===== config.mk =====
export PLATFORM = sky130hd
export DESIGN_NAME = cksum_accum
export DESIGN_NICKNAME = d
export VERILOG_FILES = /design/src/rtl/cksum_accum.sv
export SDC_FILE = /design/constraint.sdc
export NUM_CORES = 1
export LEC_CHECK = 0
export BUFFER_PORTS_ARGS = -buffer_cell sky130_fd_sc_hd__buf_2
export CAP_MARGIN = 10
export CORE_ASPECT_RATIO = 0.75
export CORE_UTILIZATION = 49
export DETAILED_ROUTE_END_ITERATION = 16
export PLACE_DENSITY = 0.74
export SYNTH_ARGS = -nofsm -noshare
export SYNTH_HDL_FRONTEND = slang
export SYNTH_SLANG_ARGS = --single-unit

===== constraint.sdc =====
create_clock -name clk -period 3.79 [get_ports clk]
set_input_delay 0.1895 -clock clk [delete_from_list [all_inputs] [get_ports clk]]
set_output_delay 0.1895 -clock clk [all_outputs]
set_load 0.05 [all_outputs]

===== src/rtl/cksum_accum.sv =====
module cksum_accum #(
  parameter int WORD_W     = 12,
  parameter int SUM_W      = 16,
  parameter int ID_NIB     = 4,
  parameter int USER_WORDS = 256,
  parameter int PROT_WORDS = 64,
  parameter logic [WORD_W-1:0] CFG_MASK = 12'h01C,
  parameter int ADDR_W     = $clog2(USER_WORDS) + 1
) (
  input  logic              clk,
  input  logic              rst_n,
  input  logic              start_i,
  input  logic              finish_i,
  input  logic              prot_i,
  input  logic              word_vld_i,
  input  logic [ADDR_W-1:0] word_addr_i,
  input  logic [WORD_W-1:0] word_i,
  input  logic [WORD_W-1:0] cfg_i,
  input  logic [ID_NIB-1:0] id0_i,
  input  logic [ID_NIB-1:0] id1_i,
  input  logic [ID_NIB-1:0] id2_i,
  input  logic [ID_NIB-1:0] id3_i,
  output logic [SUM_W-1:0]  sum_o,
  output logic              done_o
);

  localparam logic [ADDR_W-1:0] TOP_ADDR = ADDR_W'(USER_WORDS - 1);
  localparam logic [ADDR_W-1:0] PROT_LIM = ADDR_W'(PROT_WORDS);

  logic [SUM_W-1:0] acc_q, sum_q, acc_nxt, word_term, cfg_term, id_term;
  logic             done_q, counted;

  assign counted   = prot_i ? (word_addr_i < PROT_LIM) : (word_addr_i < TOP_ADDR);
  assign word_term = (word_vld_i && counted) ? SUM_W'(word_i) : '0;
  assign cfg_term  = SUM_W'(cfg_i & CFG_MASK);
  assign id_term   = prot_i ? SUM_W'({id0_i, id1_i, id2_i, id3_i}) : '0;
  assign acc_nxt   = acc_q + word_term;

  always_ff @(posedge clk or negedge rst_n) begin
    if (!rst_n) begin
      acc_q  <= '0;
      sum_q  <= '0;
      done_q <= 1'b0;
    end else if (start_i) begin
      acc_q  <= '0;
      sum_q  <= '0;
      done_q <= 1'b0;
    end else if (finish_i) begin
      acc_q  <= acc_nxt;
      sum_q  <= acc_nxt + cfg_term + id_term;
      done_q <= 1'b1;
    end else begin
      acc_q  <= acc_nxt;
      done_q <= 1'b0;
    end
  end

  assign sum_o  = sum_q;
  assign done_o = done_q;

  a_r2_start_clears: assert property (@(posedge clk) disable iff (!rst_n)
    start_i |=> (sum_o == '0 && !done_o));

  a_r9_done_follows_finish: assert property (@(posedge clk) disable iff (!rst_n)
    (finish_i && !start_i) |=> done_o);

  a_r9_done_single: assert property (@(posedge clk) disable iff (!rst_n)
    (done_o && !finish_i) |=> !done_o);

  a_r10_result_holds: assert property (@(posedge clk) disable iff (!rst_n)
    (!start_i && !finish_i) |=> $stable(sum_o));

  a_r5_idle_no_add: assert property (@(posedge clk) disable iff (!rst_n)
    (!word_vld_i && !start_i && !finish_i) |=> $stable(acc_q));

  a_r3_top_excluded: assert property (@(posedge clk) disable iff (!rst_n)
    (word_vld_i && !prot_i && word_addr_i >= TOP_ADDR && !start_i && !finish_i)
      |=> $stable(acc_q));

  a_r4_window_excluded: assert property (@(posedge clk) disable iff (!rst_n)
    (word_vld_i && prot_i && word_addr_i >= PROT_LIM && !start_i && !finish_i)
      |=> $stable(acc_q));

endmodule


==> impl_metrics.ini, run 1 <==
[place]
globalplace.congestion = 0.9012
port_buffers = 62
hpwlAfterDp_um = 5565
dp_cells = 503

[pwr]
p_total_mw = 1.163
p_switching_mw = 0.4266
p_comb_share_pct = 43.5
switching_share_pct = 36.69
peakVddDrop_v = 0.0002744
cellPowerDensity_mw_per_mm2 = 269.9
clockPowerShare_pct = 22.8
p_int_mw = 0.7362
pwr-share-seq_pct = 33.7
leakage_nw = 2.176

[global_routing]
grt_max_degree = 35
overflow = 0
antenna_found_initial = 0
grt_pass1_wl_um = 13280
first_global_vias = 2841
grt.total_usage_pct = 27.86

[layout]
antenna_cells = 0
layout.cells.non_filler = 523
syn2layout_area_growth_pct = 50.02
final_util_pct = 78.37
drive_gt1_share_pct = 46.65
layout.nets = 545

[cts]
cts_made_buffers = 5
cts-root-buf = clkbuf_8
clockBufferDepth = 2
cts.clk_slew.worst_paths_ps = 80
worstSkewPairLatency_ps = 290
cts_tree = built
h-tree-depth = 2
cts.sinks = 33

[die]
die_h_um = 68.30
core_area_mm2 = 0.005497
ioPinCount = 72
num_rows = 23
start_util_pct = 52.24
die_x_um = 90.40
dieArea_mm2 = 0.006174

[yosys]
yosys_warnings = 0
synth_nets = 413
netlist_area_mm2 = 0.002872
synth_cell_types = 47
synth_cells = 315
ys_seq_elements = 33
ys_seq_area_share_pct = 28.76
synth.avg_cell_area_um2 = 9.116

[setup_path]
path_class = in -> reg
critPathRequiredTime_ps = 3930
r2r_cells = 17
critPathArrivalTime_ps = 4200
start_kind = input pin
cp_max_fo = 4
end_kind = flop

[sta]
fmax_ghz = 0.2460
drv_slew = 0
period_minus_slack_ps = 4065
hold_viol_final = 33
skew_ps = 14.47
max_slew_margin_pct = 48.03
rsz0062_at_grt = true
finalWorstSetupSlack_ps = -275.0
final.period_utilization_pct = 107.3
setup_viol = 9
max_slew.worst_pin.slew_ps = 779.6
fin_hold_ws_ps = -29.74

[drt]
first_pass_iters = 4
wl_per_cell_um = 16.36
vias = 2826
via_per_inst = 5.403
drc = 0
drtIter0Drc = 135
wirelength_um = 8558
ant_nets = 0

[run_status]
violations = negative hold slack, negative setup slack
status = finished with violations

[flow_run]
drv_cap = 0

[hold_path]
hp-class = in -> async
per-layer routing:
| layer | wire (um) | global-route usage (%) | vias to the layer above |
|---|---|---|---|
| met4 | 67 | 7.460 | 0 |
| met1 | 3888 | 36.37 | 1370 |
| met3 | 431 | 4.667 | 8 |
| li1 | - | - | 1353 |
| met5 | 0 | 0 | - |
| met2 | 4170 | 48.85 | 95 |
flip-flops by register name, indices dropped and copies added, names as in the netlist:
| signal | flops |
|---|---|
| done_o | 1 |
| sum_o | 16 |
| acc_q | 16 |
final timing paths:
kind	start	to	slack, ps
max in group asynchronous	rst_n	acc_q[12]	3320
max reg2reg	acc_q[0]	sum_o[15]	-20
min reg2reg	sum_o[11]	sum_o[11]	530
min	rst_n	acc_q[4]	-30
min in group clk	id3_i[0]	sum_o[0]	410
max	word_addr_i[4]	sum_o[15]	-270
timing repair:
action,4_1_cts,5_1_grt
endpoints found under the setup margin,11,11
pin swaps,46,11
cloned,0,0
resized for setup,53,20
hold buffers,0,0
setup buffers,14,0
cell families after synthesis:
kind of cell               count (synthesis)  synth area share, %
AOI/OAI and AO/OA                         68                15.60
xor gates and xnor gates                  24                7.582
adders and majority gates                 43                20.04
buffers and inverters                     27                3.530
DFF                                       33                28.76
muxes                                     12                4.227
and+or+nand+nor                          108                20.26
cells in the final DEF (no fill, tap or decap), drive strengths merged, types with 12 or more instances in the layout:
cell	netlist	layout
a21oi	23	23
and2	26	26
buf	0	135
dfrtp	33	33
ha	38	38
inv	16	16
nor2	29	29
nor2b	17	17
o21ai	12	12
xnor2	15	15
critical path, cell delays in order:
cell and delay, ps:
buf_6 90, and4_1 190, a41oi_2 130, nor2_1 70
nor3b_2 240, buf_4 160, and2_1 140, ha_2 230
o21ai_1 90, a221o_1 330, or3b_1 420, a21oi_2 220
o21ai_2 100, xnor2_2 230, ha_4 180, ha_4 210
a21o_1 180, a31oi_2 190, o31ai_4 110, xnor2_1 150
xnor2_1 240, a211oi_2 100
cell usage after synthesis, drive strengths merged:
cell type | n | area share (%)
or3b | 2 | 0.61
fa | 5 | 3.5
inv | 16 | 2.1
and3 | 3 | 0.65
mux2 | 1 | 0.39
xnor2 | 15 | 4.8
ha | 38 | 17
nand4 | 1 | 0.22
nor2 | 29 | 3.8
o31ai | 1 | 0.26
nand3 | 6 | 1.0
nor3 | 4 | 0.70
nor2b | 17 | 3.7
o21bai | 2 | 0.52
o221ai | 1 | 0.31
o22ai | 1 | 0.44
a41oi | 2 | 0.87
a311oi | 2 | 0.61
or3 | 3 | 0.83
and4 | 1 | 0.31
dfrtp | 33 | 29
nand2b | 4 | 0.87
xor2 | 9 | 2.7
a21o | 5 | 1.3
a21oi | 23 | 4.1
clkbuf | 10 | 1.3
and2 | 26 | 5.7
a31o | 2 | 0.61
a22o | 1 | 0.31
nor3b | 1 | 0.26
o211ai | 2 | 0.52
clkinv | 1 | 0.13
a211oi | 3 | 0.78
a31oi | 3 | 0.65
a221o | 1 | 0.35
o21a | 7 | 1.8
nand2 | 9 | 1.2
mux2i | 11 | 3.8
o21ai | 12 | 2.1
or2 | 2 | 0.44
stage by stage:
stage               setup slack (ps)  cell area (um2)  TNS (ps)
floorplan                     -266.2             2919     -1062
CTS                           -179.7             4205    -716.7
global route                  -425.9             4308     -3327
global placement              -729.1             3741     -5208
finish                        -275.0             4308     -1383
detailed placement            -877.3             3741     -6056
power groups by stage:
stage	sequential [mW]	combinational, mW	clock, mW
after floorplan	0.457	0.207	0
after global placement	0.396	0.422	0
after detailed placement	0.396	0.429	0
after CTS	0.392	0.478	0.264
after global routing	0.394	0.544	0.282
final	0.392	0.505	0.265
layout make-up:
cell class                 count  area (um2)
sequential                    33       825.8
tap                           75       93.84
clock buffer                   8       80.08
timing repair buffer         135       898.4
multi-input combinational    255        2345
fill                         348        1189
inverter                      17       65.06
Power figures use the tool's default switching activity.
==> run 2: changes to the inputs <==
CORE_ASPECT_RATIO = not set   (was 0.75)
CORE_UTILIZATION = 31   (was 49)
PLACE_DENSITY = 0.5   (was 0.74)
clock period = 3.4 ns   (was 3.79 ns; I/O delays follow)
==> run 2 against run 1 <==
  * The run ends with negative setup slack left
  * Critical endpoint unchanged
  * Highest routed layer unchanged
  * Non-clock buffer count grew 1
  * Combinational power grew 19%
  * Die area grew 56%
  * Critical path type unchanged
  * Largest cell class unchanged
  * Cell count grew 6.5%
==> impl_metrics.ini, run 2 (synthesized netlist as in run 1, its figures left out) <==
[run_status]
status = finished with violations
violations = negative setup slack

[setup_path]
critPathRequiredTime_ps = 3590
start_kind = input pin
cp_max_fo = 6
end_kind = flop
crit_buf_inv = 6
critPathMaxStageDelay_ps = 340
crit_top_cell = buf_4
cp_slowest_cell = a221o_1
path_delay_family = compound AO/OA/AOI/OAI gates
path_class = in -> reg
critPathArrivalTime_ps = 4230

[sta]
setup_viol = 12
hold_viol_final = 0
fmax_ghz = 0.2474
max_slew_margin_pct = 51.53
finalWorstSetupSlack_ps = -641.5
period_minus_slack_ps = 4042
skew_ps = 4.713
max_slew.worst_pin.slew_ps = 727.1
rsz0062_at_grt = true
tns_ps = -4842
final.period_utilization_pct = 118.9
drv_slew = 0

[layout]
layout_commonest_cell = buf_4
drive_gt1_share_pct = 45.88
syn2layout_area_growth_pct = 52.33
fin_area_mm2 = 0.004374
final_util_pct = 49.43
antenna_cells = 0
layout_common_cells = 67 x buf_4, 60 x buf_2, 33 x dfrtp_1
layout.nets = 546

[global_routing]
grt_max_degree = 35
overflow = 0
grt.total_usage_pct = 15.94
first_global_vias = 2804
antenna_found_initial = 0
grt_pass1_wl_um = 12610

[cts]
cts_made_buffers = 5
cts-root-buf = clkbuf_8
worstSkewPairLatency_ps = 280
cts_tree = built
h-tree-depth = 2
cts.sinks = 33
cts.clk_slew.worst_paths_ps = 70
clockBufferDepth = 2

[die]
dieArea_mm2 = 0.009652
start_util_pct = 32.45
ioPinCount = 72
num_rows = 34
core_area_mm2 = 0.008848
die_h_um = 98.25
die_x_um = 98.25

[drt]
wl_met1_um = 3522
drc = 0
wl_per_cell_um = 13.32
first_pass_iters = 4
highest_layer = met4
ant_nets = 0
met3_length_um = 164
via_per_inst = 4.758
vias = 2650
dr_wl_met2_um = 3660
wirelength_um = 7419
drtIter0Drc = 44

[pwr]
peakVddDrop_v = 0.0002443
leakage_nw = 2.210
p_total_mw = 1.358
cellPowerDensity_mw_per_mm2 = 310.4

[hold_path]
hp-class = in -> reg

[place]
hpwlAfterDp_um = 5536
port_buffers = 62
placed_cell_area_mm2 = 0.003790
globalplace.congestion = 0.7930

[flow_run]
drv_cap = 0
[run 2: cell types whose count changed in the layout (fill, tap and decap cells not counted), sizes merged]
cell	before	now
clkbuf	8	7
dlygate4sd3	0	1
clkinv	1	2
[run 2: worst min-delay path, cell delays in order]
cell and delay [ps]:
buf_2 70, and2_1 120, ha_1 120, mux2i_1 60, nor2_1 80
[run 2: where the power goes]
part / switching, mW / internal, mW
registers: 0.0143 / 0.420
logic: 0.317 / 0.281
clock network: 0.142 / 0.183
total: 0.473 / 0.885
[run 2: stage by stage]
step                setup slack (ps)  cells  hold slack [ps]
floorplan                     -636.6    315           -125.6
global placement               -1063    536            278.1
detailed placement             -1118    536            280.7
CTS                           -633.6    555            373.6
global route                  -900.9    557            394.6
finish                        -641.5    557            371.6
[run 2: path summary, 6_finish.rpt]
| kind | start | to | slack [ps] | cells after the start |
|---|---|---|---|---|
| min | id3_i[0] | sum_o[0] | 370 | 5 |
| max | word_addr_i[7] | sum_o[15] | -640 | 26 |
| max in group asynchronous | rst_n | acc_q[14] | 2440 | 2 |
| max reg2reg | acc_q[0] | sum_o[15] | -330 | 18 |
| min reg2reg | sum_o[11] | sum_o[11] | 520 | 1 |
| min in group asynchronous | rst_n | done_o | 490 | 2 |
[run 2: repair_timing]
action / CTS / global route
gates resized for setup: 42 / 25
buffers inserted: 12 / 2
hold endpoints to repair: 33 / 0
endpoints found under the setup margin: 12 / 12
gates cloned: 0 / 0
pin swaps: 54 / 35
hold buffers: 1 / 0
[run 2: per-layer routing]
metal	GRT usage, %	up-vias
li1	-	1358
met1	21.02	1251
met2	27.52	35
met3	2.076	6
met4	4.133	0
met5	0	-
[run 2: layout make-up]
type / count / area (um2)
inverters: 17 / 63.81
clock inverters: 1 / 5.005
well taps: 108 / 135.1
fillers: 856 / 4474
flip-flops and latches: 33 / 825.8
repair buffers: 136 / 903.4
clock buffers: 7 / 96.34
multi-input cells: 255 / 2345
